`config.mk`:
```
export PLATFORM = sky130hd
export DESIGN_NAME = tmr_cc_unit
export DESIGN_NICKNAME = d
export VERILOG_FILES = /design/src/rtl/tmr_cc_pkg.sv /design/src/rtl/tmr_cnt.sv /design/src/rtl/tmr_cap_ch.sv /design/src/rtl/tmr_cmp_ch.sv /design/src/rtl/tmr_cc_unit.sv
export SDC_FILE = /design/constraint.sdc
export NUM_CORES = 1
export LEC_CHECK = 0
export BUFFER_PORTS_ARGS = -buffer_cell sky130_fd_sc_hd__buf_4
export CAP_MARGIN = 30
export CORE_MARGIN = 2
export CORE_UTILIZATION = 55
export DETAILED_ROUTE_END_ITERATION = 7
export GPL_TIMING_DRIVEN = 0
export PLACE_DENSITY = 0.7
export SKIP_CTS_REPAIR_TIMING = 1
export SYNTH_ARGS = -nofsm -noshare
export SYNTH_HDL_FRONTEND = slang
export SYNTH_SLANG_ARGS = --single-unit
```
`constraint.sdc`:
```
create_clock -name clk -period 3.4 [get_ports clk]
set_clock_uncertainty 0.15 [all_clocks]
set_input_delay 0.51 -clock clk [delete_from_list [all_inputs] [get_ports clk]]
set_output_delay 0.51 -clock clk [all_outputs]
set_load 0.02 [all_outputs]
```
`src/rtl/tmr_cc_pkg.sv`:
```
package tmr_cc_pkg;

  localparam int unsigned A_CNT  = 0;
  localparam int unsigned A_CTL  = 1;
  localparam int unsigned A_MSK  = 2;
  localparam int unsigned A_FLG  = 3;
  localparam int unsigned A_MODE = 4;
  localparam int unsigned A_CAP0 = 5;

  // Edge qualifier for a capture channel: prv/cur are successive synced samples.
  function automatic logic edge_hit(input logic [1:0] code, input logic prv, input logic cur);
    case (code)
      2'b01:   return !prv && cur;
      2'b10:   return prv && !cur;
      2'b11:   return prv ^ cur;
      default: return 1'b0;
    endcase
  endfunction

  // Pin value after a compare match for a given action code.
  function automatic logic pin_next(input logic [1:0] code, input logic pin);
    case (code)
      2'b01:   return ~pin;
      2'b10:   return 1'b0;
      2'b11:   return 1'b1;
      default: return pin;
    endcase
  endfunction

endpackage

```
`src/rtl/tmr_cnt.sv`:
```
module tmr_cnt #(
  parameter int unsigned W = 16
) (
  input  logic         clk,
  input  logic         rst_n,
  input  logic         tick,
  output logic [W-1:0] cnt,
  output logic         wrap_evt
);
  assign wrap_evt = tick && (&cnt);

  always_ff @(posedge clk) begin
    if (!rst_n)    cnt <= '0;
    else if (tick) cnt <= cnt + 1'b1;
  end
endmodule

```
`src/rtl/tmr_cap_ch.sv`:
```
module tmr_cap_ch
  import tmr_cc_pkg::*;
(
  input  logic       clk,
  input  logic       rst_n,
  input  logic       pin,
  input  logic [1:0] code,
  input  logic       enable,
  output logic       evt
);
  logic s1, s2, s3;

  always_ff @(posedge clk) begin
    if (!rst_n) begin
      s1 <= 1'b0;
      s2 <= 1'b0;
      s3 <= 1'b0;
    end else begin
      s1 <= pin;
      s2 <= s1;
      s3 <= s2;
    end
  end

  assign evt = enable && edge_hit(code, s3, s2);
endmodule

```
`src/rtl/tmr_cmp_ch.sv`:
```
module tmr_cmp_ch #(
  parameter int unsigned W = 16
) (
  input  logic         tick,
  input  logic         enable,
  input  logic [W-1:0] cnt,
  input  logic [W-1:0] tgt,
  output logic         evt
);
  assign evt = enable && tick && (cnt == tgt);
endmodule

```
`src/rtl/tmr_cc_unit.sv`:
```
module tmr_cc_unit
  import tmr_cc_pkg::*;
#(
  parameter int unsigned W     = 16,
  parameter int unsigned AW    = 4,
  parameter int unsigned N_CAP = 3,
  parameter int unsigned N_CMP = 4
) (
  input  logic          clk,
  input  logic          rst_n,
  input  logic          tick,
  input  logic          bus_we,
  input  logic [AW-1:0] bus_addr,
  input  logic [W-1:0]  bus_wdata,
  output logic [W-1:0]  bus_rdata,
  input  logic [N_CAP:0] cap_in,
  output logic [N_CMP-1:0] cmp_out,
  output logic          irq
);
  localparam int unsigned EDG_W  = 2 * (N_CAP + 1);
  localparam int unsigned CTL_W  = EDG_W + 2 * N_CMP;
  localparam int unsigned FLG_W  = N_CAP + N_CMP + 2;
  localparam int unsigned A_CMP0 = A_CAP0 + N_CAP;
  localparam int unsigned A_SHR  = A_CMP0 + N_CMP;

  logic [W-1:0]     cnt_w;
  logic             ovf_evt;
  logic [N_CAP:0]   cap_evt;
  logic [N_CMP:0]   cmp_evt;
  logic [CTL_W-1:0] ctl_q;
  logic [FLG_W-1:0] msk_q, flg_q, flg_d;
  logic             mode_q;
  logic [W-1:0]     cap_q [N_CAP];
  logic [W-1:0]     cmp_q [N_CMP];
  logic [W-1:0]     shr_q;

  tmr_cnt #(.W(W)) u_cnt (
    .clk(clk), .rst_n(rst_n), .tick(tick), .cnt(cnt_w), .wrap_evt(ovf_evt)
  );

  for (genvar i = 0; i <= N_CAP; i++) begin : g_cap
    tmr_cap_ch u_ch (
      .clk(clk), .rst_n(rst_n), .pin(cap_in[i]), .code(ctl_q[2*i +: 2]),
      .enable((i == N_CAP) ? ~mode_q : 1'b1), .evt(cap_evt[i])
    );
  end

  for (genvar j = 0; j <= N_CMP; j++) begin : g_cmp
    logic [W-1:0] tgt;
    if (j < N_CMP) begin : g_own
      assign tgt = cmp_q[j];
    end else begin : g_shr
      assign tgt = shr_q;
    end
    tmr_cmp_ch #(.W(W)) u_ch (
      .tick(tick), .enable((j == N_CMP) ? mode_q : 1'b1), .cnt(cnt_w),
      .tgt(tgt), .evt(cmp_evt[j])
    );
  end

  for (genvar j = 1; j <= N_CMP; j++) begin : g_pin
    logic [1:0] code;
    logic       pin_r;
    assign code = ctl_q[EDG_W + 2*(j-1) +: 2];
    always_ff @(posedge clk) begin
      if (!rst_n)          pin_r <= 1'b0;
      else if (cmp_evt[j]) pin_r <= pin_next(code, pin_r);
    end
    assign cmp_out[j-1] = pin_r;
  end

  always_ff @(posedge clk) begin
    if (!rst_n) begin
      ctl_q  <= '0;
      msk_q  <= '0;
      mode_q <= 1'b0;
      for (int j = 0; j < N_CMP; j++) cmp_q[j] <= '1;
    end else if (bus_we) begin
      if (bus_addr == AW'(A_CTL))  ctl_q  <= bus_wdata[CTL_W-1:0];
      if (bus_addr == AW'(A_MSK))  msk_q  <= bus_wdata[FLG_W-1:0];
      if (bus_addr == AW'(A_MODE)) mode_q <= bus_wdata[0];
      for (int j = 0; j < N_CMP; j++)
        if (bus_addr == AW'(A_CMP0 + j)) cmp_q[j] <= bus_wdata;
    end
  end

  always_ff @(posedge clk) begin
    if (!rst_n) begin
      for (int i = 0; i < N_CAP; i++) cap_q[i] <= '0;
      shr_q <= '1;
    end else begin
      for (int i = 0; i < N_CAP; i++)
        if (cap_evt[i]) cap_q[i] <= cnt_w;
      if (cap_evt[N_CAP])                           shr_q <= cnt_w;
      else if (bus_we && bus_addr == AW'(A_SHR))    shr_q <= bus_wdata;
    end
  end

  always_comb begin
    flg_d = flg_q;
    if (bus_we && bus_addr == AW'(A_FLG)) flg_d = flg_q & ~bus_wdata[FLG_W-1:0];
    flg_d[0] = flg_d[0] | ovf_evt;
    for (int i = 0; i < N_CAP; i++)  flg_d[1+i] = flg_d[1+i] | cap_evt[i];
    for (int j = 0; j <= N_CMP; j++) flg_d[1+N_CAP+j] = flg_d[1+N_CAP+j] | cmp_evt[j];
    flg_d[FLG_W-1] = flg_d[FLG_W-1] | cap_evt[N_CAP];
  end

  always_ff @(posedge clk) begin
    if (!rst_n) flg_q <= '0;
    else        flg_q <= flg_d;
  end

  assign irq = |(flg_q & msk_q);

  always_comb begin
    bus_rdata = '0;
    if (bus_addr == AW'(A_CNT))  bus_rdata = cnt_w;
    if (bus_addr == AW'(A_CTL))  bus_rdata[CTL_W-1:0] = ctl_q;
    if (bus_addr == AW'(A_MSK))  bus_rdata[FLG_W-1:0] = msk_q;
    if (bus_addr == AW'(A_FLG))  bus_rdata[FLG_W-1:0] = flg_q;
    if (bus_addr == AW'(A_MODE)) bus_rdata[0] = mode_q;
    for (int i = 0; i < N_CAP; i++)
      if (bus_addr == AW'(A_CAP0 + i)) bus_rdata = cap_q[i];
    for (int j = 0; j < N_CMP; j++)
      if (bus_addr == AW'(A_CMP0 + j)) bus_rdata = cmp_q[j];
    if (bus_addr == AW'(A_SHR))  bus_rdata = shr_q;
  end
endmodule

```
==> results.sh <==
export IMPL_status="complete, no violations"
export IMPL_use_met2=0.559
export IMPL_p_leak_nw=4.27
export IMPL_syn_nets=1073
export IMPL_r2r_cells=6
export IMPL_setup_viol=0
export IMPL_htree_levels=4
export IMPL_start_util=0.560
export IMPL_postRouteWirelength_mm=36.0
export IMPL_critPathKind="input pin to output pin"
export IMPL_clk_pin_slew_ns=0.07
export IMPL_worstHoldEndpoint="g_cap[1].u_ch.s1"
export IMPL_row_count=50
export IMPL_antenna_found_initial=0
export IMPL_synth_cell_types=63
export IMPL_layout_drive_gt1_share=0.138
export IMPL_yosysSeqAreaShare=0.481
export IMPL_drcViolationCount=0
export IMPL_synthArstFlopShare=0
export IMPL_slew_viol_final=0
export IMPL_timing_rr_start="u_cnt.cnt[4]"
export IMPL_yosysWarnings=0
export IMPL_grt_pass1_wl_mm=52.7
export IMPL_antenna_cells=0
export IMPL_grt_use_met3=0.109
export IMPL_synthToLayoutAreaGrowth_pct=12.2
export IMPL_power_density_nw_per_um2=460
export IMPL_groute_layer_met1_usage=0.473
export IMPL_hold_path_cell_count=2
export IMPL_final_common_cell="edfxtp_1"
export IMPL_dp_hpwl_mm=26.0
export IMPL_grt_pass1_vias=8291
export IMPL_rrSetupSlack_ns=0.62
export IMPL_layout_common_cells="112 x edfxtp_1, 95 x nand2_1, 83 x dfxtp_1"
export IMPL_timing_rr_end="g_pin[1].pin_r"
export IMPL_coreArea_um2=18600
export IMPL_cts_tree="yes"
export IMPL_io_pins=49
export IMPL_clock_latency_ns=0.45
export IMPL_hold_start="cap_in[1]"
export IMPL_cts_root_buf="clkbuf_16"
export IMPL_avgSynthCellArea_um2=10.1
export IMPL_synth_edf_count=112
export IMPL_rsz0062_at_grt="no"
export IMPL_grt_max_degree=19
export IMPL_syn_inst=1036
export IMPL_cts_buffers=17
export IMPL_design_area_um2=11700
export IMPL_tightest_slew_ns=1.03
export IMPL_nets=1135
export IMPL_setup_tns_ns=0
export IMPL_fmax_mhz=297
export IMPL_cts_max_path_buffers=2
export IMPL_busiest_layer="met2"
export IMPL_io_buffers=44
export IMPL_placed_area_um2=11100
export IMPL_hold_viol_final=0
export IMPL_grt_overflow=0
export IMPL_slew_headroom=0.307
export IMPL_die_h_um=142
export IMPL_required_ns=2.74
export IMPL_maxCapViolations=0
export IMPL_final_util=0.629
export IMPL_finalCriticalPeriod_ns=3.36
export IMPL_synthFlopType="edfxtp_1"
export IMPL_ys_seq_elements=195
export IMPL_crit_arrival_ns=2.70
export IMPL_crit_path_max_fanout=10
export IMPL_period_share=0.989
export IMPL_hold_ws_ns=0.118
export IMPL_clock_sinks=195
export IMPL_drtPass1Iterations=7
export IMPL_gp_congestion=1.01
export IMPL_num_vias=8928
export IMPL_drtAntennaViolNets=0
export IMPL_wl_per_cell_um=26.8
export IMPL_cp_start_kind="input pin"
export IMPL_grtUsageTotal=0.364
export IMPL_crit_start="bus_addr[0]"
export IMPL_die_x_um=142
export IMPL_vias_per_cell=6.64
export IMPL_hold_path_class="input pin to flop"
export IMPL_dieArea_um2=20100
export IMPL_synthesis_area_um2=10400
export IMPL_worst_ir_drop_vdd_mv=0.351
export IMPL_end_kind="output pin"
export IMPL_drt_iter0_drc=1258
==> critical path, cell delays in order <==
cell      delay, ns
buf_4          0.17
buf_2          0.37
buf_2          0.43
mux2_2         0.39
a22oi_1        0.33
o221ai_1       0.27
buf_4          0.22
==> per-stage QoR <==
| stage | instances | setup WS, ns | total power [W] |
|---|---|---|---|
| 6_report | 1345 | 0.0360 | 0.00539 |
| 5_1_grt | 1345 | 0.0238 | 0.00549 |
| 4_1_cts | 1346 | 0.115 | 0.00534 |
| 3_5_place_dp | 1314 | 0.119 | 0.00325 |
| 3_3_place_gp | 1314 | -0.746 | 0.00325 |
| 2_1_floorplan | 1036 | 0.335 | 0.00300 |
==> logic make-up after synthesis <==
logic type | Yosys count | synth area share
AND/OR/NAND/NOR | 366 | 0.190
AO/OA/AOI/OAI | 212 | 0.134
flip-flops | 195 | 0.481
buffers and inverters | 112 | 0.0514
XOR/XNOR | 95 | 0.0796
multiplexers | 47 | 0.0526
adder cells (fa/ha/maj) | 9 | 0.0108
==> registers in the layout, indices dropped and copies added (netlist names) <==
signal	flops
cap_q	48
cmp_q	64
ctl_q	16
flg_q	9
g_cap.u_ch.s1	4
g_cap.u_ch.s2	4
g_cap.u_ch.s3	4
g_cmp.tgt	16
g_pin.pin_r	4
mode_q	1
msk_q	9
u_cnt.cnt	16
==> synthesized netlist by cell type (all sizes together) (10+ instances only) <==
master | number | area, um2
nor2 | 38 | 155
o221ai | 12 | 105
nand2 | 95 | 357
nor3 | 22 | 120
nand4 | 17 | 106
o21ai | 50 | 250
clkbuf | 41 | 154
inv | 24 | 90.1
nor2b | 24 | 150
a22oi | 20 | 150
nor4 | 10 | 90.1
edfxtp | 112 | 3360
and2 | 43 | 269
dfxtp | 83 | 1660
nand3 | 15 | 75.1
a211oi | 17 | 133
nand2b | 19 | 126
a21oi | 45 | 229
xnor2 | 68 | 596
mux2i | 29 | 290
buf | 47 | 293
a21boi | 23 | 173
xor2 | 27 | 236
or3 | 50 | 313
and3 | 23 | 144
mux2 | 13 | 146
==> report_power, final <==
| group | total [W] | internal (W) | switching (W) | leakage (nW) |
|---|---|---|---|---|
| combinational | 0.000596 | 0.000203 | 0.000393 | 2.13 |
| clock | 0.00217 | 0.00116 | 0.00100 | 0.312 |
| sequential | 0.00263 | 0.00257 | 0.0000620 | 1.82 |
==> area by class of cell <==
class,count,area (um2)
tap,234,293
multi-input combinational,729,4910
clock buffer,22,539
timing repair buffer,44,330
clock inverter,10,93.8
sequential,195,5020
fill,1560,6920
buffer,87,443
inverter,24,90.1
==> how the worst max path moves through the flow <==
| stage | endpoint | cells after the start |
|---|---|---|
| after floorplan | cmp_q[1][0] | 6 |
| after global placement | cmp_q[1][1] | 6 |
| after detailed placement | bus_rdata[7] | 7 |
| after CTS | bus_rdata[7] | 7 |
| after global routing | bus_rdata[4] | 7 |
| final | bus_rdata[4] | 7 |
==> metal layers <==
layer | routed length (um) | up-vias
met2 | 15700 | 672
met5 | 0 | -
met4 | 1980 | 0
li1 | - | 3856
met1 | 13800 | 4268
met3 | 4540 | 132
Note: power is estimated with default switching activity, not from simulation.
